[src/rtl/fzs_pkg.sv]
package fzs_pkg;

    // Comparison decision code; values are visible on cmp_state_o.
    typedef enum logic [1:0] {
        CMP_EQ  = 2'b00,
        CMP_AGT = 2'b01,
        CMP_ALT = 2'b10
    } cmp_e;

    typedef struct packed {
        cmp_e state;
    } fsm_st_t;

endpackage

[src/rtl/fzs_bit_judge.sv]
// Resolves the decision that applies to the current bit pair.
module fzs_bit_judge
    import fzs_pkg::*;
(
    input  logic a_bit_i,
    input  logic b_bit_i,
    input  cmp_e state_q_i,
    output cmp_e dec_o
);

    always_comb begin
        dec_o = state_q_i;
        if (state_q_i == CMP_EQ) begin
            if (a_bit_i && !b_bit_i) begin
                dec_o = CMP_AGT;
            end else if (!a_bit_i && b_bit_i) begin
                dec_o = CMP_ALT;
            end
        end
    end

endmodule

[src/rtl/fzs_res_mux.sv]
// Picks the operand bit that belongs to the selected extreme.
module fzs_res_mux
    import fzs_pkg::*;
#(
    parameter bit MIN_HIGH = 1'b1
) (
    input  logic a_bit_i,
    input  logic b_bit_i,
    input  logic sel_min_i,
    input  cmp_e dec_i,
    output logic res_bit_o
);

    logic pick_a;
    logic min_mode;

    generate
        if (MIN_HIGH) begin : g_min_hi
            assign min_mode = sel_min_i;
        end else begin : g_min_lo
            assign min_mode = !sel_min_i;
        end
    endgenerate

    always_comb begin
        pick_a    = min_mode ? (dec_i == CMP_ALT) : (dec_i == CMP_AGT);
        res_bit_o = pick_a ? a_bit_i : b_bit_i;
    end

endmodule

[src/rtl/fzs_cmp_fsm.sv]
// Three-state ordering register; locks on the first differing bit.
module fzs_cmp_fsm
    import fzs_pkg::*;
(
    input  logic clk_i,
    input  logic rst_i,
    input  logic vld_i,
    input  logic done_i,
    input  cmp_e dec_i,
    output cmp_e state_o
);

    fsm_st_t st_d, st_q;

    always_comb begin
        st_d = st_q;
        if (rst_i) begin
            st_d.state = CMP_EQ;
        end else if (vld_i && !done_i) begin
            st_d.state = dec_i;
        end
    end

    always_ff @(posedge clk_i) begin
        st_q <= st_d;
    end

    assign state_o = st_q.state;

    logic rst_seen_q;
    always_ff @(posedge clk_i) begin
        rst_seen_q <= rst_i;
    end

    p_rst_eq_r1: assert property (@(posedge clk_i) disable iff (rst_i)
        rst_seen_q |-> (st_q.state == CMP_EQ));

    p_lock_r3: assert property (@(posedge clk_i) disable iff (rst_i)
        (st_q.state != CMP_EQ) |=> $stable(st_q.state));

    p_idle_hold_r7: assert property (@(posedge clk_i) disable iff (rst_i)
        !vld_i |=> $stable(st_q.state));

    p_after_done_r9: assert property (@(posedge clk_i) disable iff (rst_i)
        done_i |=> $stable(st_q.state));

endmodule

[src/rtl/fzs_bit_ctr.sv]
// Counts qualified bits and flags the end of the word.
module fzs_bit_ctr #(
    parameter int GRADE_W = 8
) (
    input  logic clk_i,
    input  logic rst_i,
    input  logic vld_i,
    output logic done_o
);

    localparam int CNT_W = $clog2(GRADE_W + 1);
    localparam logic [CNT_W-1:0] LAST = CNT_W'(GRADE_W);

    typedef struct packed {
        logic [CNT_W-1:0] cnt;
        logic             done;
    } ctr_st_t;

    ctr_st_t ctr_d, ctr_q;

    always_comb begin
        ctr_d = ctr_q;
        if (rst_i) begin
            ctr_d.cnt  = '0;
            ctr_d.done = 1'b0;
        end else if (vld_i && !ctr_q.done) begin
            ctr_d.cnt  = ctr_q.cnt + 1'b1;
            ctr_d.done = (ctr_d.cnt == LAST);
        end
    end

    always_ff @(posedge clk_i) begin
        ctr_q <= ctr_d;
    end

    assign done_o = ctr_q.done;

    p_cnt_cap_r8: assert property (@(posedge clk_i) disable iff (rst_i)
        ctr_q.cnt <= LAST);

    p_done_sticky_r8: assert property (@(posedge clk_i) disable iff (rst_i)
        ctr_q.done |=> ctr_q.done);

    p_done_cause_r10: assert property (@(posedge clk_i) disable iff (rst_i)
        (!ctr_q.done && !vld_i) |=> !ctr_q.done);

endmodule

[src/rtl/fzs_serial_maxmin.sv]
module fzs_serial_maxmin
    import fzs_pkg::*;
#(
    parameter int GRADE_W = 8
) (
    input  logic       clk_i,
    input  logic       rst_i,
    input  logic       a_bit_i,
    input  logic       b_bit_i,
    input  logic       sel_min_i,
    input  logic       bit_vld_i,
    output logic       res_bit_o,
    output logic [1:0] cmp_state_o,
    output logic       done_o
);

    cmp_e state_q;
    cmp_e dec;
    logic done;

    fzs_bit_judge judge_i (
        .a_bit_i    (a_bit_i),
        .b_bit_i    (b_bit_i),
        .state_q_i  (state_q),
        .dec_o      (dec)
    );

    fzs_res_mux #(.MIN_HIGH(1'b1)) mux_i (
        .a_bit_i    (a_bit_i),
        .b_bit_i    (b_bit_i),
        .sel_min_i  (sel_min_i),
        .dec_i      (dec),
        .res_bit_o  (res_bit_o)
    );

    fzs_cmp_fsm fsm_i (
        .clk_i      (clk_i),
        .rst_i      (rst_i),
        .vld_i      (bit_vld_i),
        .done_i     (done),
        .dec_i      (dec),
        .state_o    (state_q)
    );

    fzs_bit_ctr #(.GRADE_W(GRADE_W)) ctr_i (
        .clk_i      (clk_i),
        .rst_i      (rst_i),
        .vld_i      (bit_vld_i),
        .done_o     (done)
    );

    assign cmp_state_o = state_q;
    assign done_o      = done;

    p_eq_match_r2: assert property (@(posedge clk_i) disable iff (rst_i)
        (bit_vld_i && state_q == CMP_EQ && a_bit_i == b_bit_i) |-> (res_bit_o == b_bit_i));

    p_go_agt_r3: assert property (@(posedge clk_i) disable iff (rst_i)
        (bit_vld_i && !done && state_q == CMP_EQ && a_bit_i && !b_bit_i) |=> (state_q == CMP_AGT));

    p_go_alt_r3: assert property (@(posedge clk_i) disable iff (rst_i)
        (bit_vld_i && !done && state_q == CMP_EQ && !a_bit_i && b_bit_i) |=> (state_q == CMP_ALT));

    p_max_follow_r4: assert property (@(posedge clk_i) disable iff (rst_i)
        (!sel_min_i && state_q == CMP_AGT) |-> (res_bit_o == a_bit_i));

    p_min_follow_r5: assert property (@(posedge clk_i) disable iff (rst_i)
        (sel_min_i && state_q == CMP_AGT) |-> (res_bit_o == b_bit_i));

    p_split_bit_r6: assert property (@(posedge clk_i) disable iff (rst_i)
        (state_q == CMP_EQ && a_bit_i != b_bit_i) |-> (res_bit_o == !sel_min_i));

endmodule

[config.mk]
export PLATFORM = sky130hd
export DESIGN_NAME = fzs_serial_maxmin
export DESIGN_NICKNAME = d
export VERILOG_FILES = /design/src/rtl/fzs_pkg.sv /design/src/rtl/fzs_bit_judge.sv /design/src/rtl/fzs_res_mux.sv /design/src/rtl/fzs_cmp_fsm.sv /design/src/rtl/fzs_bit_ctr.sv /design/src/rtl/fzs_serial_maxmin.sv
export SDC_FILE = /design/constraint.sdc
export NUM_CORES = 1
export LEC_CHECK = 0
export BUFFER_PORTS_ARGS = -buffer_cell sky130_fd_sc_hd__buf_2
export CAP_MARGIN = 40
export CORE_AREA = 2 2 39 41
export CTS_CLUSTER_DIAMETER = 100
export DETAILED_ROUTE_END_ITERATION = 10
export DIE_AREA = 0 0 41 43
export PLACE_DENSITY = 0.55
export SYNTH_ARGS = -nofsm -noshare
export SYNTH_HDL_FRONTEND = slang
export SYNTH_HIERARCHICAL = 1
export SYNTH_SLANG_ARGS = --single-unit
export TNS_END_PERCENT = 20
[constraint.sdc]
create_clock -name clk_i -period 1.5 [get_ports clk_i]
set_input_delay 0.15 -clock clk_i [delete_from_list [all_inputs] [get_ports clk_i]]
set_output_delay 0.15 -clock clk_i [all_outputs]
set_load 0.03 [all_outputs]
==> reports/qor.txt, run 1 <==
status - complete, but fails checks
failing checks - negative setup slack
Initial Util - 29.8%
GRT Util Overall - 10.1%
Critical Path RT - 1.35 ns
Reg power frac - 42.3%
Die W - 41 µm
final setup violation count - 1
WS Path Type - flip-flop to output pin
first-pass GRT wire length - 1160 µm
post-route ant nets - 0
post-layout util - 39.8%
max cap viols - 0
Slew headroom - 87.6%
clock period minus worst slack - 1.59 ns
Critical Path AT - 1.44 ns
CTS clock-pin slew for the worst setup and hold paths - 0.05 ns
asr flop ratio synth - 0%
vias in the first global route - 310
Layout area overhead - 33.3%
routed wire length per instance - 10.8 µm
GPL Wtd Cong - 0.642
Hold EP - ctr_i/ctr_q[1]
Cell Area, Synth - 413 µm²
Ant. Diodes - 0
hold path depth - 2
final WL - 823 µm
CTS buffer count - 3
pwr dens - 881 mW/mm²
Leakage - 0.243 nW
worst hold start - rst_i
CP Max Fanout - 5
CP Capture Type - output pin
Synth cell types - 26
crit start category - flip-flop
Reg-to-Reg End - ctr_i/ctr_q[4]
Max clock buf depth - 2
clock latency on the worst-skew pair - 0.25 ns
Mapped Cells - 44
Sw Pwr - 0.000133 W
RSZ-0062 raised after global routing - true
clk sink count - 7
Logic pwr share - 22.3%
final hold vios - 0
total gr overflow - 0
die height - 43 µm
CTS tree - done
Synthesized Nets - 51
setup tns final - -0.0869 ns
DR pass1 iterations - 2
dominant synthesized flop cell - dfxtp_1
maximum operating frequency - 630 MHz
# IOs - 10
Worst-Margin Slew - 0.186 ns
DR iter-0 viols - 2
clock root cell - clkbuf_4
sw frac - 27.4%
# H-tree levels - 1
number of synthesized register bits - 7
Setup WS post-layout - -0.0869 ns
IO Port Bufs - 9
die area - 0.00176 mm²
DR vias/cell - 4.84
Synth Area per Inst - 9.38 µm²
Hold WC Path Type - primary input to flip-flop
Nets - 68
total power - 0.000485 W
Residual DRC - 0
RR Startpoint - ctr_i/done_o
Peak VDD IR - 0.581 mV
sequential share of the synthesized area - 33.9%
R2R cell count - 3
WHS - 0.191 ns
Clock Power Share - 35.4%
yosys warns - 6
routed vias - 368
core area - 0.00138 mm²
Final Cycle Share - 106%
row cnt - 14
largest net degree at the start of global routing - 12
max-slew violation count - 0
clock skew - 0.00245 ns
Post-DP HPWL - 600 µm
Reg2Reg Setup Slack - 0.46 ns
initial antenna violation count - 0
layout cells sized above 1 - 40.0%
number of synthesized flops with an enable pin - 0
Power Internal - 0.000352 W
timing repair:
item | 4_1_cts | 5_1_grt
gates resized for setup | 5 | 0
pin swaps | 6 | 2
hold buffers | 0 | 0
setup buffers | 2 | 0
setup endpoints to repair | 1 | 1
cloned | 0 | 0
power by group through the flow:
stage / Clock (W) / Combinational, W / Sequential, W
after floorplan: 0 / 0.0000563 / 0.000214
after global placement: 0 / 0.0000883 / 0.000209
after detailed placement: 0 / 0.0000901 / 0.000210
after CTS: 0.000178 / 0.000109 / 0.000206
after global routing: 0.000194 / 0.000118 / 0.000207
final: 0.000172 / 0.000108 / 0.000205
worst max-delay path by stage:
stage | from | cells after the start | to | slack [ns]
after floorplan | fsm_i/state_o[1] | 5 | res_bit_o | 0.03
after global placement | a_bit_i | 7 | res_bit_o | 0.07
after detailed placement | a_bit_i | 7 | res_bit_o | 0.04
after CTS | fsm_i/state_o[1] | 6 | res_bit_o | -0.12
after global routing | fsm_i/state_o[1] | 6 | res_bit_o | -0.16
final | fsm_i/state_o[1] | 6 | res_bit_o | -0.09
critical path: stages, from the launching register on:
cell,delay [ns]
dfxtp_2,0.34
nor3b_2,0.05
or2_4,0.25
nor3b_2,0.15
o21ai_1,0.08
and3_1,0.18
buf_6,0.13
per-layer routing:
layer  GRT usage, %  vias up  part of all wire (%)
met5              0        -                     0
li1               -      191                     -
met2           16.3        8                    50
met4           8.00        0                   1.3
met1           9.68      167                    44
met3           3.14        2                   5.0
cells in the mapped netlist (all sizes together) (2+ instances only):
cell type | count | area, µm²
nand4bb | 2 | 22.5
o21ai | 3 | 18.8
nand2 | 2 | 7.51
xor2 | 2 | 17.5
nor3b | 2 | 20.0
dfxtp | 7 | 140
nor2b | 4 | 40.0
nand2b | 2 | 12.5
nor2 | 6 | 22.5
layout by cell type (no fill, tap or decap), drive strengths merged, types with 2 or more instances in the layout:
| cell | n |
|---|---|
| nor2 | 6 |
| buf | 12 |
| clkbuf | 4 |
| nor3b | 2 |
| dfxtp | 7 |
| o21ai | 3 |
| nor2b | 4 |
| xor2 | 2 |
| nand2 | 2 |
| nand2b | 2 |
| nand4bb | 2 |
sequential cells by signal, indices dropped and copies added (netlist names):
| name | cells |
|---|---|
| ctr_i/ctr_q | 4 |
| fsm_i/state_o | 2 |
| ctr_i/done_o | 1 |
kinds of logic (layout without fill, tap and decap cells):
kind of cell / count (synthesis) / after routing / share of synthesized area [%]
flip-flops: 7 / 7 / 33.9
AND/OR/NAND/NOR: 23 / 23 / 38.8
adder cells (fa/ha/maj): 1 / 1 / 3.03
multiplexers: 2 / 2 / 5.15
AO/OA/AOI/OAI: 7 / 7 / 11.8
buffers and inverters: 1 / 17 / 0.908
XOR/XNOR: 3 / 3 / 6.36
layout make-up:
cell class              instances  area (µm²)
well taps                      16        20.0
fillers                       147         833
clock buffers                   4        26.3
repair buffers                 12        73.8
inverters                       1        3.75
flip-flops and latches          7         143
multi-input cells              36         284
metrics by stage:
stage	area (µm²)	cells	setup WS, ns
after floorplan	415	44	0.0329
after global placement	488	70	0.0703
after detailed placement	488	70	0.0437
after CTS	551	76	-0.116
after global routing	551	76	-0.158
final	551	76	-0.0869
(Power assumes the default switching activity.)
==> inputs of run 2 (changes only) <==
- REMOVE_ABC_BUFFERS: unset -> 1
==> run 2 against run 1 <==
  * The run still ends with negative setup slack left
  * Non-clock buffer count decreased by 1
  * Maximum frequency decreased by 0.86%
  * Routed wire length decreased by 7.8%
  * Worst setup slack got worse by 0.014 ns
  * Combinational power decreased by 6%
  * Flip-flop and latch count unchanged
  * Sequential power about the same
  * Via count decreased by 0.54%
  * Sequential share of layout area increased by 1.1 points
  * Total power decreased by 1.8%
  * Largest power group unchanged
==> reports/qor.txt, run 2 (same netlist as run 1, synthesis figures left out) <==
RR Startpoint - fsm_i/state_o[1] (was ctr_i/done_o)
clock latency on the worst-skew pair - 0.25 ns (about the same)
Critical-path top delay cell - dfxtp_4 (was dfxtp_2)
worst hold start - rst_i (unchanged)
GPL Wtd Cong - 0.612 (was 0.642)
hold path depth - 2 (unchanged)
die height - 43 µm (unchanged)
Setup WS post-layout - -0.101 ns (was -0.0869 ns)
DR pass1 iterations - 2 (unchanged)
max cap viols - 0 (unchanged)
R2R cell count - 5 (was 3)
Critical Path RT - 1.35 ns (about the same)
row cnt - 14 (unchanged)
Reg2Reg Setup Slack - 0.45 ns (was 0.46 ns)
Leakage - 0.235 nW (was 0.243 nW)
WHS - 0.197 ns (was 0.191 ns)
total gr overflow - 0 (unchanged)
Die W - 41 µm (unchanged)
commonest non-fill, non-tap cells in the layout - buf_2, nor2_1, dfxtp_1 (unchanged)
initial antenna violation count - 0 (unchanged)
Reg-to-Reg End - fsm_i/state_o[0] (was ctr_i/ctr_q[4])
WS Path Type - flip-flop to output pin (unchanged)
slowest stage delay, CP - 0.36 ns (was 0.34 ns)
Reg with most FFs - ctr_i/ctr_q (unchanged)
GRT Util Overall - 9.95% (was 10.1%)
final WL - 759 µm (was 823 µm)
first-pass GRT wire length - 1190 µm (was 1160 µm)
CTS clock-pin slew for the worst setup and hold paths - 0.05 ns (about the same)
Post-DP HPWL - 570 µm (was 600 µm)
clock period minus worst slack - 1.60 ns (was 1.59 ns)
Final Cycle Share - 107% (was 106%)
Hold WC Path Type - primary input to flip-flop (unchanged)
clk sink count - 7 (unchanged)
Peak VDD IR - 0.493 mV (was 0.581 mV)
Hold EP - ctr_i/ctr_q[2] (was ctr_i/ctr_q[1])
critical-path cell list - nor3b_2 -> or2_4 -> nor3b_2 -> o21ai_1 -> and3_1 -> buf_6 (unchanged)
RSZ-0062 raised after global routing - true (unchanged)
Max clock buf depth - 2 (unchanged)
die area - 0.00176 mm² (unchanged)
clock root cell - clkbuf_4 (unchanged)
core area - 0.00138 mm² (unchanged)
CTS tree - done (unchanged)
cts hold-fix bufs - 0 (unchanged)
Slew headroom - 88.6% (was 87.6%)
DR iter-0 viols - 5 (was 2)
max-slew violation count - 0 (unchanged)
pwr dens - 885 mW/mm² (was 881 mW/mm²)
Non-Filler Instances - 75 (was 76)
Logic pwr share - 21.5% (was 22.3%)
final hold vios - 0 (unchanged)
Ant. Diodes - 0 (unchanged)
Clock Power Share - 35.5% (was 35.4%)
Critical Path AT - 1.45 ns (was 1.44 ns)
sw frac - 27.1% (was 27.4%)
cell mode on critical path - nor3b_2 (unchanged)
Initial Util - 29.8% (unchanged)
layout cells sized above 1 - 37.3% (was 40.0%)
total power - 0.000476 W (was 0.000485 W)
max reg flops - 4 (unchanged)
# H-tree levels - 1 (unchanged)
maximum operating frequency - 625 MHz (was 630 MHz)
WP buf/inv - 1 (unchanged)
post-route ant nets - 0 (unchanged)
crit start category - flip-flop (unchanged)
CP Capture Type - output pin (unchanged)
Layout area overhead - 30.3% (was 33.3%)
Worst-Margin Slew - 0.171 ns (was 0.186 ns)
commonest non-fill, non-tap cell in the layout - buf_2 (unchanged)
DR vias/cell - 4.88 (was 4.84)
post-layout util - 38.9% (was 39.8%)
# IOs - 10 (unchanged)
largest net degree at the start of global routing - 12 (unchanged)
crit-path leading delay family - simple AND/OR/NAND/NOR gates (unchanged)
routed wire length per instance - 10.1 µm (was 10.8 µm)
CTS buffer count - 3 (unchanged)
Reg power frac - 43.1% (was 42.3%)
Power Internal - 0.000347 W (was 0.000352 W)
Sw Pwr - 0.000129 W (was 0.000133 W)
Nets - 67 (was 68)
routed vias - 366 (was 368)
setup tns final - -0.101 ns (was -0.0869 ns)
status - complete, but fails checks (unchanged)
failing checks - negative setup slack (unchanged)
CP Max Fanout - 5 (unchanged)
Residual DRC - 0 (unchanged)
Inst Count DP - 70 (unchanged)
IO Port Bufs - 9 (unchanged)
vias in the first global route - 315 (was 310)
final setup violation count - 1 (unchanged)
clock skew - 0.000569 ns (was 0.00245 ns)
==> run 2: cell count changes in the layout (fill, tap and decap cells not counted) <==
| cell | previous run | this run |
|---|---|---|
| dfxtp_2 | 2 | 1 |
| dfxtp_4 | 0 | 1 |
| buf_4 | 3 | 2 |
| nor2b_1 | 1 | 2 |
| nor2b_4 | 3 | 2 |
==> run 2: how the worst max path moves through the flow <==
stage,from,endpoint,slack (ns),cells after the start
floorplan,fsm_i/state_o[1],res_bit_o,-0.08,5
global placement,fsm_i/state_o[1],res_bit_o,0.06,6
detailed placement,fsm_i/state_o[1],res_bit_o,0.07,6
CTS,fsm_i/state_o[1],res_bit_o,-0.11,6
global route,fsm_i/state_o[1],res_bit_o,-0.16,6
finish,fsm_i/state_o[1],res_bit_o,-0.10,6
==> run 2: repair_timing <==
action | in CTS | in global routing
setup endpoints to repair | 1 | 1
setup buffers | 1 | 0
gates resized for setup | 6 | 1
pin swaps | 6 | 0
==> run 2: area by class of cell <==
cell class	instances	area [µm²]
Fill cell	144	846
Multi-Input combinational cell	36	277
Sequential cell	7	145
Timing Repair Buffer	11	66.3
Clock buffer	4	26.3
Tap cell	16	20.0
Inverter	1	3.75
==> run 2: worst reg2reg max path: cells and delay by family, from the launching register on <==
kind | cells | cell delay [ns]
buf+inv | 1 | 0.14
compound gates | 1 | 0.06
simple gates | 3 | 0.39
flops | 1 | 0.36
==> run 2: layer usage <==
layer  wire [µm]  GRT usage, %
met5           0             0
met4          14          6.00
met3          53          3.14
met2         328          15.3
met1         362          11.3
==> run 2: power by group through the flow <==
stage          combinational, W  sequential, W  clock, W
6_report               0.000102       0.000205  0.000169
5_1_grt                0.000114       0.000207  0.000189
4_1_cts                0.000103       0.000206  0.000176
3_5_place_dp          0.0000899       0.000209         0
3_3_place_gp          0.0000886       0.000209         0
2_1_floorplan         0.0000563       0.000213         0
==> run 2: metrics by stage <==
stage,worst slack (ns),instance area (µm²)
after floorplan,-0.0831,413
after global placement,0.0561,485
after detailed placement,0.0659,485
after CTS,-0.110,536
after global routing,-0.161,538
final,-0.101,538
==> inputs of run 3 (changes only) <==
- SKIP_CTS_REPAIR_TIMING: unset -> 1
==> run 3 against run 2 <==
  * The run still ends with negative setup slack left
  * Non-clock buffer count is 1 lower
  * Maximum frequency shrank 0.77%
  * Routed wire length is 1.8% higher
  * Utilization unchanged
  * Total power barely moved
  * Die area is the same
  * Clock-buffer cell count stayed put
  * Critical path type unchanged
==> reports/qor.txt, run 3 (same netlist as run 1, synthesis figures left out) <==
final setup violation count - 1 (unchanged)
total gr overflow - 0 (unchanged)
commonest non-fill, non-tap cells in the layout - buf_2, nor2_1, dfxtp_1 (unchanged)
commonest non-fill, non-tap cell in the layout - buf_2 (unchanged)
largest net degree at the start of global routing - 12 (unchanged)
Die W - 41 µm (unchanged)
Max clock buf depth - 2 (unchanged)
die height - 43 µm (unchanged)
Inst Count DP - 70 (unchanged)
final instance area - 538 µm² (unchanged)
Final Cycle Share - 108% (was 107%)
post-route ant nets - 0 (unchanged)
clk sink count - 7 (unchanged)
CP Max Fanout - 5 (unchanged)
max reg flops - 4 (unchanged)
RSZ-0062 raised after global routing - true (unchanged)
pwr dens - 884 mW/mm² (was 885 mW/mm²)
slowest stage delay, CP - 0.36 ns (about the same)
Slew headroom - 88.6% (about the same)
row cnt - 14 (unchanged)
Peak VDD IR - 0.494 mV (was 0.493 mV)
final hold vios - 0 (unchanged)
IO Port Bufs - 9 (unchanged)
Critical Path RT - 1.35 ns (about the same)
CTS clock-pin slew for the worst setup and hold paths - 0.05 ns (about the same)
setup tns final - -0.113 ns (was -0.101 ns)
max cap viols - 0 (unchanged)
Worst-Margin Slew - 0.171 ns (about the same)
Reg with most FFs - ctr_i/ctr_q (unchanged)
Leakage - 0.233 nW (was 0.235 nW)
status - complete, but fails checks (unchanged)
routed wire length per instance - 10.4 µm (was 10.1 µm)
Ant. Diodes - 0 (unchanged)
post-layout util - 38.9% (unchanged)
GPL Wtd Cong - 0.612 (unchanged)
Critical-path top delay cell - dfxtp_4 (unchanged)
CTS tree - done (unchanged)
multi-input logic area - 284 µm² (was 277 µm²)
Critical Path AT - 1.46 ns (was 1.45 ns)
first-pass GRT wire length - 1120 µm (was 1190 µm)
Hold WC Path Type - primary input to flip-flop (unchanged)
# IOs - 10 (unchanged)
Initial Util - 29.8% (unchanged)
crit start category - flip-flop (unchanged)
GRT Util Overall - 9.45% (was 9.95%)
area post-placement - 485 µm² (unchanged)
DR pass1 iterations - 2 (unchanged)
critical-path cell list - nor3b_2 -> or2_4 -> nor2b_4 -> o21ai_1 -> and3_1 -> buf_6 (was nor3b_2 -> or2_4 -> nor3b_2 -> o21ai_1 -> and3_1 -> buf_6)
clock root cell - clkbuf_4 (unchanged)
DR iter-0 viols - 2 (was 5)
Non-Filler Instances - 74 (was 75)
clock period minus worst slack - 1.61 ns (was 1.60 ns)
CP Capture Type - output pin (unchanged)
vias in the first global route - 293 (was 315)
routed vias - 363 (was 366)
Fillers - 142 (was 144)
Layout area overhead - 30.3% (unchanged)
WS Path Type - flip-flop to output pin (unchanged)
maximum operating frequency - 620 MHz (was 625 MHz)
core area - 0.00138 mm² (unchanged)
Residual DRC - 0 (unchanged)
total power - 0.000476 W (about the same)
CTS buffer count - 3 (unchanged)
failing checks - negative setup slack (unchanged)
# H-tree levels - 1 (unchanged)
clock skew - 0.000638 ns (was 0.000569 ns)
final WL - 773 µm (was 759 µm)
DR vias/cell - 4.91 (was 4.88)
Sequential Area - 145 µm² (unchanged)
Setup WS post-layout - -0.113 ns (was -0.101 ns)
max-slew violation count - 0 (unchanged)
Nets - 66 (was 67)
initial antenna violation count - 0 (unchanged)
die area - 0.00176 mm² (unchanged)
layout cells sized above 1 - 37.9% (was 37.3%)
clock latency on the worst-skew pair - 0.25 ns (about the same)
Post-DP HPWL - 570 µm (unchanged)
==> run 3: metrics by stage <==
stage / worst slack, ns / hold WS [ns]
2_1_floorplan: -0.0831 / 0.222
3_3_place_gp: 0.0561 / 0.447
3_5_place_dp: 0.0659 / 0.451
4_1_cts: -0.204 / 0.185
5_1_grt: -0.163 / 0.198
6_report: -0.113 / 0.197
==> run 3: final timing paths <==
check	start	endpoint	slack, ns	cells past startpoint
max	fsm_i/state_o[1]	res_bit_o	-0.11	6
min	rst_i	ctr_i/ctr_q[2]	0.20	2
max reg2reg	ctr_i/done_o	ctr_i/ctr_q[4]	0.48	3
min reg2reg	fsm_i/state_o[0]	fsm_i/state_o[0]	0.48	2
==> run 3: report_power, final <==
group          leakage [nW]  total [W]  switching (W)  internal (W)
clock network        0.0150   0.000169      0.0000674      0.000101
logic                 0.159   0.000102      0.0000522     0.0000497
registers            0.0582   0.000205     0.00000979      0.000195
total                 0.233   0.000476       0.000129      0.000346
==> run 3: per-layer routing <==
layer / part of all wire [%] / vias to the layer above / track usage (%)
met1: 47 / 164 / 11.3
met3: 6.9 / 2 / 3.14
met4: 1.8 / 0 / 6.00
met5: 0 / - / 0
li1: - / 186 / -
met2: 44 / 11 / 13.8
==> run 3: area by class of cell <==
type                            count  share of cell area [%]
Multi-Input combinational cell     36                    52.8
Clock buffer                        4                    4.88
Tap cell                           16                    3.72
Timing Repair Buffer               10                    10.9
Sequential cell                     7                    27.0
Inverter                            1                   0.698
==> run 3: worst max-delay path, delay by kind of cell (launching register included) <==
| family | cells | cell delay [ns] |
|---|---|---|
| DFF | 1 | 0.36 |
| AOI/OAI and AO/OA | 1 | 0.11 |
| buffers and inverters | 1 | 0.13 |
| and+or+nand+nor | 4 | 0.61 |
